## config.mk

```make
export PLATFORM = sky130hd
export DESIGN_NAME = toggle_timer
export DESIGN_NICKNAME = d
export VERILOG_FILES = /design/src/rtl/toggle_timer_pkg.sv /design/src/rtl/tt_gate.sv /design/src/rtl/tt_counter.sv /design/src/rtl/tt_toggle.sv /design/src/rtl/toggle_timer.sv
export SDC_FILE = /design/constraint.sdc
export NUM_CORES = 1
export LEC_CHECK = 0
export ABC_AREA = 1
export BUFFER_PORTS_ARGS = -buffer_cell sky130_fd_sc_hd__buf_2
export CAP_MARGIN = 20
export CORE_MARGIN = 2
export CORE_UTILIZATION = 50
export CTS_BUF_LIST = sky130_fd_sc_hd__clkbuf_8
export DETAILED_ROUTE_END_ITERATION = 10
export PLACE_DENSITY = 0.83
export SLEW_MARGIN = 20
export SYNTH_ARGS = -nofsm -noshare
export SYNTH_HDL_FRONTEND = slang
export SYNTH_SLANG_ARGS = --single-unit
```

## constraint.sdc

```tcl
create_clock -name clk -period 2.05 [get_ports clk]
set_input_delay 0.3075 -clock clk [delete_from_list [all_inputs] [get_ports clk]]
set_output_delay 0.3075 -clock clk [all_outputs]
set_load 0.05 [all_outputs]
```

## src/rtl/toggle_timer_pkg.sv

```systemverilog
package toggle_timer_pkg;

    typedef enum logic {
        DIR_UP   = 1'b0,
        DIR_DOWN = 1'b1
    } tt_dir_e;

    typedef enum logic [1:0] {
        MODE_RELOAD_TIMER = 2'b00,
        MODE_RELOAD_COUNT = 2'b01,
        MODE_CAPTURE_TMR  = 2'b10,
        MODE_CAPTURE_CNT  = 2'b11
    } tt_mode_e;

    function automatic logic tt_mode_runs(input tt_mode_e mode);
        return mode == MODE_RELOAD_TIMER;
    endfunction

endpackage

```

## src/rtl/tt_gate.sv

```systemverilog
module tt_gate
    import toggle_timer_pkg::*;
(
    input  logic tick_en,
    input  logic run,
    input  logic capture_sel,
    input  logic counter_sel,
    output logic advance
);
    tt_mode_e mode;

    always_comb begin
        mode    = tt_mode_e'({capture_sel, counter_sel});
        advance = tick_en & run & tt_mode_runs(mode);
    end
endmodule

```

## src/rtl/tt_counter.sv

```systemverilog
module tt_counter
    import toggle_timer_pkg::*;
#(
    parameter int CNT_W = 16
) (
    input  logic             clk,
    input  logic             rst_n,
    input  logic             advance,
    input  logic             down,
    input  logic [CNT_W-1:0] reload,
    output logic [CNT_W-1:0] count,
    output logic             wrap_now,
    output logic             wrap_q
);
    localparam logic [CNT_W-1:0] ALL_ONES = {CNT_W{1'b1}};
    localparam logic [CNT_W-1:0] ONE      = {{(CNT_W-1){1'b0}}, 1'b1};

    typedef struct packed {
        logic [CNT_W-1:0] cnt;
        logic             wrap;
    } cnt_st_t;

    cnt_st_t st_d, st_q;
    tt_dir_e dir;
    logic    at_end;

    always_comb begin
        dir    = tt_dir_e'(down);
        st_d   = st_q;
        at_end = (dir == DIR_DOWN) ? (st_q.cnt == reload) : (st_q.cnt == ALL_ONES);
        st_d.wrap = advance & at_end;
        if (advance) begin
            if (at_end) begin
                st_d.cnt = (dir == DIR_DOWN) ? ALL_ONES : reload;
            end else if (dir == DIR_DOWN) begin
                st_d.cnt = st_q.cnt - ONE;
            end else begin
                st_d.cnt = st_q.cnt + ONE;
            end
        end
    end

    always_ff @(posedge clk or negedge rst_n) begin
        if (!rst_n) begin
            st_q <= '0;
        end else begin
            st_q <= st_d;
        end
    end

    assign count    = st_q.cnt;
    assign wrap_now = st_d.wrap;
    assign wrap_q   = st_q.wrap;
endmodule

```

## src/rtl/tt_toggle.sv

```systemverilog
module tt_toggle (
    input  logic clk,
    input  logic rst_n,
    input  logic flip,
    input  logic wr_en,
    input  logic wr_val,
    input  logic oe,
    output logic state,
    output logic pin
);
    typedef struct packed {
        logic lvl;
    } tgl_st_t;

    tgl_st_t st_d, st_q;

    always_comb begin
        st_d = st_q;
        if (wr_en) begin
            st_d.lvl = wr_val;
        end else if (flip) begin
            st_d.lvl = ~st_q.lvl;
        end
    end

    always_ff @(posedge clk or negedge rst_n) begin
        if (!rst_n) begin
            st_q <= '0;
        end else begin
            st_q <= st_d;
        end
    end

    assign state = st_q.lvl;
    assign pin   = oe & st_q.lvl;
endmodule

```

## src/rtl/toggle_timer.sv

```systemverilog
module toggle_timer #(
    parameter int CNT_W = 16
) (
    input  logic             clk,
    input  logic             rst_n,
    input  logic             tick_en,
    input  logic [CNT_W-1:0] cfg_reload,
    input  logic             cfg_down,
    input  logic             cfg_run,
    input  logic             cfg_oe,
    input  logic             cfg_capture_sel,
    input  logic             cfg_counter_sel,
    input  logic             tgl_wr_en,
    input  logic             tgl_wr_val,
    output logic [CNT_W-1:0] count_o,
    output logic             event_o,
    output logic             tgl_state_o,
    output logic             pin_o
);
    logic advance;
    logic wrap_now;

    tt_gate u_gate (
        .tick_en     (tick_en),
        .run         (cfg_run),
        .capture_sel (cfg_capture_sel),
        .counter_sel (cfg_counter_sel),
        .advance     (advance)
    );

    tt_counter #(.CNT_W(CNT_W)) u_cnt (
        .clk      (clk),
        .rst_n    (rst_n),
        .advance  (advance),
        .down     (cfg_down),
        .reload   (cfg_reload),
        .count    (count_o),
        .wrap_now (wrap_now),
        .wrap_q   (event_o)
    );

    tt_toggle u_tgl (
        .clk    (clk),
        .rst_n  (rst_n),
        .flip   (wrap_now),
        .wr_en  (tgl_wr_en),
        .wr_val (tgl_wr_val),
        .oe     (cfg_oe),
        .state  (tgl_state_o),
        .pin    (pin_o)
    );
endmodule

```

# After elaboration in Yosys (flattened, before gate mapping)
# Cells that the tools add are included.
totals:
  out_inout_bits: 19
  inputBits: 26
  wordCells: 20
  regBits: 18
op_classes:
  muxes: 6
  n_bitwise: 5
  reduce_logical: 2
  n_addsub: 2
  n_eq_ne: 2
op_table:
  columns: ["operator", "count"]
  rows:
  - ["2-to-1 mux 16 bit", 3]
  - ["adder 16 x 1 -> 16 bit, second input constant", 1]
  - ["equality test 16 bit", 1]
  - ["equality test 16 bit, second input constant", 1]
  - ["subtractor 16 x 1 -> 16 bit, second input constant", 1]
  - ["AND 1 bit", 4]
  - ["2-to-1 mux 1 bit", 3]
  - ["logical NOT 2 bit", 1]
  - ["nonzero test 2 bit", 1]
  - ["inverter 1 bit", 1]

# Logic depth before layout (Yosys ltp)
# Gate-level depths: netlist of run 1.
logic_depth:
  ltp_word: 5
  depth_mapped: 14
  mapped_depth_nobuf: 12

# By module
# From an unflattened synthesis of run 1, not the netlist that was laid out.
hier_totals:
  cells_unflattened: 425
  area_unflattened_um2: 2394.8
by_module_without_submodules:
  columns: ["mod", "cells_each", "n_inst", "area_each_um2"]
  rows:
  - ["tt_counter", 409, 1, 2308.5]
  - ["tt_toggle", 11, 1, 65.1]
  - ["tt_gate", 5, 1, 21.3]

# Worst setup path after synthesis of run 1
# No wires, ideal clock.
synth_timing:
  kind: "flip-flop to flip-flop"
  from: "register u_cnt.st_q, in the netlist u_cnt.count[2]"
  to: "register u_cnt.st_q, in the netlist u_cnt.count[13]"
  setup_slack_ps: 130
  synth_period_minus_slack_ps: 1920
  required_ps: 1932
  stages_incl_launch_ff: 11
  arrival_time_ps: 1802
  path_buffers: 0
  path_cell_list: "dfrtp_1 -> ha_1 -> or2_2 -> nand3b_1 -> nand2_1 -> nand2_1 -> nand3b_1 -> nand3_1 -> nand2_1 -> nand2_1 -> nand2_1"
synth_via:
  elab_chain_len: 3
  elab_cells_between_ends: 7
  cone_classes: "add/sub: 2; eq/ne: 2; mux: 3"
synth_rtl:
  columns: ["item", "line_no", "source"]
  rows:
  - ["start, declared", "tt_counter.sv:23", "cnt_st_t st_d, st_q;"]
  - ["start signal, assigned", "tt_counter.sv:47", "st_q <= st_d;"]
  - ["adder 16 x 1 -> 16 bit (tied with other cells)", "tt_counter.sv:38", "st_d.cnt = st_q.cnt + ONE;"]
  - ["2-to-1 mux 16 bit or 2-to-1 mux 1 bit (tied branches)", "tt_counter.sv:35, tt_counter.sv:30", null]
  - ["2-to-1 mux 16 bit (*)", "tt_counter.sv:33", "if (at_end) begin"]
# Mark *: on every way between the ends. The rest lies on a longest branch, timed or not.
# A chain may end at the register's enable or synchronous reset.

# Worst setup path in the final report of run 1
layout_timing:
  from: "register u_cnt.st_q, in the netlist u_cnt.count[2]"
  to: "register u_cnt.st_q, in the netlist u_cnt.count[9]"
# Same word-level chain as after synthesis.

==> impl_metrics.ini, run 1 <==
[worst_setup_path]
worstPathMaxFanout = 4
path_class = flip-flop to flip-flop
reg2reg_slack_ps = 130
cp_top_family = simple AND/OR/NAND/NOR gates
cp_data_required_time_ps = 2210
path_cells = ha_1, or2_2, nand3b_1, nand2_1, nand2_1, nand3b_1, nand3_1, nand2_1, nand2_1, nand2_1
startpoint_type = flip-flop
slowest_stage = dfrtp_1
reg2reg_to = u_cnt.count[9]
cp-end-kind = flip-flop
cp_common_cell = nand2_1
cp.arrival_ps = 2070
critPathMaxStageDelay_ps = 430
r2r_cells = 10
path_buf_inv = 0
r2r_start = u_cnt.count[2]

[placed_design]
pre_cts_ws_ps = -10.30
dp_hpwl_um = 5346
gp_congestion = 0.9477
port_buffers = 44

[sta]
worst_slew_pin_slew_ps = 454.8
fmax_ghz = 0.5221
rsz0062_at_grt = false
setup_viol = 0
finalCriticalPeriod_ps = 1915
layout_setup_ws_ps = 134.5
drv_slew = 0
fin_skew_ps = 4.238
slew_headroom_pct = 69.68
finalHoldViolCount = 0
fin_crit_sh_pct = 93.44
hold_slack_ps = 328.8

[synthesis]
yosys_warnings = 0
synth_nets = 470
synth_cell_types = 29
synth_seq_cells = 18
synth_top_area_share_pct = 28.27
avgSynthCellArea_sq_um = 5.571
yosysTopAreaCell = nand2_1
yosysSeqAreaShare_pct = 18.85
synth.area.top_cells = nand2_1 (28%), dfrtp_1 (19%), nand3_1 (9.8%), inv_1 (9.7%), ha_1 (7.3%)
synthesis.area_sq_um = 2390
netlist_instances = 429

[run_status]
outcome = finished clean

[grt]
grt_util_all_layers_pct = 26.20
grt_max_degree = 24
grt_pass1_wl_um = 10990
grt-ovfl-total = 0
grt_pass1_vias = 2523
antenna_found_initial = 0

[final_layout]
seq_area_sq_um = 450.4
most-common-layout-cells = nand2_1 (180), inv_1 (62), nand3_1 (47), buf_2 (44), nor2_1 (42)
fill_cells = 457
n_antenna_cell = 0
layout_commonest_cell = nand2_1
area_delta_synth_final_pct = 17.80
finalNetCount = 523
multi_input_area_sq_um = 1640
drive_above_1_share_pct = 15.80

[routing]
postRouteAntennaNets = 0
first_pass_iters = 7
drtIter0Drc = 273
dr_total_vias = 2863
drc = 0
post_drt_wl_per_cell_um = 12.64
viasPerCell = 5.351
finalWirelength_um = 6764

[power_and_ir_drop]
p_sw_mw = 2.366
ir_drop_v = 0.0008809
swShare_pct = 57.93
pwr-share-seq_pct = 18.7
power_leakage_nw = 1.694
p_int_mw = 1.718
power.density_nw_per_um2 = 1451
power_frac_comb_pct = 73.9
power_frac_clock_pct = 7.5

[hold_path]
hold_start = cfg_reload[1]
min_to = u_cnt.count[1]
min_path_type = primary input to flip-flop
holdPathStages = 3

[floorplan]
dieArea_sq_um = 5349
top_level_ports = 45
rows = 25
die_h_um = 73.14
start_util_pct = 51.28
die_w_um = 73.14
core_area_sq_um = 4661

[clock_network]
cts_root_buf = clkbuf_8
cts_made_buffers = 3
path_clk_slew_ps = 80
post_cts_buffers = 0
htreeDepth = 1
cts_tree = yes
clock_sinks = 18
clk_latency_ps = 260
cts_buffer_depth = 2

[job]
cap_violations = 0
power by group through the flow:
stage / Clock [mW] / Sequential, mW / Combinational, mW
after floorplan: 0 / 1.23 / 1.73
after global placement: 0 / 0.761 / 2.90
after detailed placement: 0 / 0.767 / 2.96
after CTS: 0.310 / 0.761 / 2.98
after global routing: 0.324 / 0.784 / 3.37
final: 0.306 / 0.762 / 3.02
final cells by class:
class	instances	area share [%]
multi-input combinational	338	58.27
sequential	18	16.00
timing repair buffer	58	12.98
inverter	63	8.400
tap	54	2.400
clock buffer	4	1.956
metal layers:
metal / wire, um / track usage (%) / vias up
met5: 0 / 0 / -
met3: 498 / 4.972 / 18
met1: 2892 / 32.54 / 1300
li1: - / - / 1434
met4: 153 / 8.025 / 0
met2: 3220 / 45.55 / 111
per-stage QoR:
step | setup TNS (ps) | instance area (sq um) | utilization (%) | cells | power [mW]
6_report | 0 | 2815 | 60.40 | 535 | 4.084
5_1_grt | 0 | 2815 | 60.40 | 535 | 4.481
4_1_cts | 0 | 2808 | 60.24 | 535 | 4.046
3_5_place_dp | -15.31 | 2743 | 58.85 | 530 | 3.725
3_3_place_gp | 0 | 2743 | 58.85 | 530 | 3.661
2_1_floorplan | 0 | 2390 | - | 429 | 2.960
Yosys cell counts:
cell	instances
a21oi_2	1
nand3_1	47
nor2_4	1
and2_1	1
xnor2_1	7
nor2_1	42
and3_1	1
a21oi_1	8
ha_1	14
o21ai_1	5
buf_2	2
nand4_1	2
xor2_1	1
nor2_2	5
o21bai_1	4
nand2_1	180
dfrtp_1	18
nand3b_1	7
nor3_1	3
buf_6	4
or2_2	1
clkbuf_1	4
o21ai_2	1
o21bai_2	2
inv_2	1
fa_1	1
inv_1	62
nand2_2	2
o21ai_0	2
repair_timing:
item	CTS	global route
hold buffers	1	0
setup endpoints to repair	0	1
gates resized for setup	0	1
endpoints found under the hold margin	18	0
kinds of logic after synthesis:
logic type	count (synthesis)	share of synthesized area, %
xor+xnor	8	2.932
compound gates	23	6.073
simple gates	292	51.15
fa+ha+maj	15	8.168
flops	18	18.85
buf+inv	73	12.83
worst max-delay path by stage:
stage / end / slack [ps] / start / cells past startpoint
6_report: u_cnt.count[9] / 130 / u_cnt.count[2] / 10
5_1_grt: u_cnt.count[9] / 1 / u_cnt.count[2] / 11
3_5_place_dp: u_cnt.count[9] / -10 / cfg_down / 14
2_1_floorplan: u_cnt.count[13] / 130 / u_cnt.count[2] / 10
4_1_cts: u_cnt.count[9] / 160 / u_cnt.count[2] / 10
3_3_place_gp: u_cnt.count[9] / 60 / cfg_down / 14
worst min-delay path: stages:
cell and delay (ps):
buf_2 90, nor2_1 50, a21oi_2 110
state kept, by name, indices dropped and copies added, names as in the netlist:
name and count:
u_cnt.wrap_q 1, u_tgl.state 1, u_cnt.count 16
Power figures use the tool's default switching activity.
==> inputs of run 2 (changes only) <==
- PLACE_DENSITY: 0.83 -> 0.84
- clock period: 2.05 -> 2.1 ns (I/O delays scaled with it)
==> impl_metrics.ini, run 2 (synthesis gave the netlist of run 1 again) <==
[run_status]
outcome = finished clean

[worst_setup_path]
r2r_start = u_cnt.count[0]
reg2reg_slack_ps = 240
cp_data_required_time_ps = 2300
reg2reg_to = u_cnt.count[14]
endpoint = u_cnt.count[14]
crit_path_start = cfg_down
cp_common_cell = nand2_1
path_class = primary input to flip-flop
startpoint_type = primary input
r2r_cells = 12
path_cells = buf_2, buf_4, fa_1, nand2_1, nand2_1, nand3b_1, nand2_1, nand2_1, nand2_1, nand2_1, nand3_1, nand2_1, nand2_1, nand2_1
worstPathMaxFanout = 11
cp.arrival_ps = 2070
critPathMaxStageDelay_ps = 460
cp-end-kind = flip-flop
slowest_stage = fa_1

[sta]
drv_slew = 0
layout_setup_ws_ps = 230.8
fmax_ghz = 0.5350
finalHoldViolCount = 0
slew_headroom_pct = 70.40
rsz0062_at_grt = false
worst_slew_pin_slew_ps = 443.9
setup_viol = 0
finalCriticalPeriod_ps = 1869
fin_crit_sh_pct = 89.01
fin_skew_ps = 3.334
hold_slack_ps = 341.3

[clock_network]
clock_sinks = 18
path_clk_slew_ps = 80
cts_buffer_depth = 2
clk_latency_ps = 260
cts_made_buffers = 3
cts_resized = 0
cts_tree = yes
cts_root_buf = clkbuf_8
htreeDepth = 1

[final_layout]
most-common-layout-cells = nand2_1 (180), inv_1 (62), nand3_1 (47), buf_2 (44), nor2_1 (42)
layout_commonest_cell = nand2_1
final_util_pct = 58.79
largest_reg_flops = 16
area_delta_synth_final_pct = 14.66
final_area_sq_um = 2740
drive_above_1_share_pct = 14.88
finalNetCount = 519
n_antenna_cell = 0

[grt]
grt_pass1_vias = 2588
grt_max_degree = 24
grt_util_all_layers_pct = 26.21
antenna_found_initial = 0
grt-ovfl-total = 0
grt_pass1_wl_um = 11180

[routing]
dr_total_vias = 2746
postRouteAntennaNets = 0
post_drt_wl_per_cell_um = 12.52
viasPerCell = 5.171
first_pass_iters = 4
drc = 0
drtIter0Drc = 200
finalWirelength_um = 6650

[floorplan]
top_level_ports = 45
rows = 25
die_h_um = 73.14
start_util_pct = 51.28
dieArea_sq_um = 5349
core_area_sq_um = 4661
die_w_um = 73.14

[job]
cap_violations = 0

[placed_design]
gp_congestion = 0.9392
dp_hpwl_um = 5214
port_buffers = 44
pre_cts_ws_ps = -26.82
post_dp_cell_area_sq_um = 2675

[power_and_ir_drop]
ir_drop_v = 0.0008620
power_leakage_nw = 1.656
power.density_nw_per_um2 = 1431

[hold_path]
min_path_type = primary input to flip-flop
[run 2: what timing repair did]
item | in CTS | in global routing
hold endpoints to repair | 6 | 0
setup buffers | 0 | 0
hold buffers | 1 | 0
[run 2: metrics by stage]
step	total power, mW	setup TNS, ps	cells
final	3.922	0	531
after detailed placement	3.592	-50.17	526
after CTS	3.910	0	531
after global routing	4.301	0	531
after global placement	3.534	0	526
after floorplan	2.890	0	429
[run 2: area by class of cell]
| type | instances | area [sq um] |
|---|---|---|
| clock buffer | 4 | 55.05 |
| inverter | 63 | 236.5 |
| timing repair buffer | 54 | 297.8 |
| multi-input combinational | 338 | 1633 |
| tap | 54 | 67.56 |
| fill | 439 | 1921 |
| sequential | 18 | 450.4 |
[run 2: power breakdown]
group | switching [mW] | internal, mW
registers | 0.225 | 0.496
logic | 1.92 | 0.977
clock network | 0.133 | 0.167
total | 2.28 | 1.64
[run 2: routing by layer]
metal | vias up | track usage [%] | part of all wire [%]
li1 | 1420 | - | -
met3 | 8 | 4.420 | 7.1
met1 | 1224 | 34.15 | 44
met2 | 94 | 44.14 | 48
met4 | 0 | 7.819 | 1.3
met5 | - | 0 | 0
[run 2: how the worst min path moves through the flow]
stage | start | endpoint | cells after the start
global route | cfg_reload[1] | u_cnt.count[1] | 3
detailed placement | rst_n | u_cnt.count[13] | 1
CTS | tgl_wr_en | u_tgl.state | 4
finish | tgl_wr_en | u_tgl.state | 4
global placement | rst_n | u_cnt.count[13] | 1
floorplan | rst_n | u_cnt.count[0] | 0
[run 2: critical path: cells and delay by family]
kind	cells	cell delay, ps
buffers and inverters	2	400
adders and majority gates	1	460
and+or+nand+nor	11	900
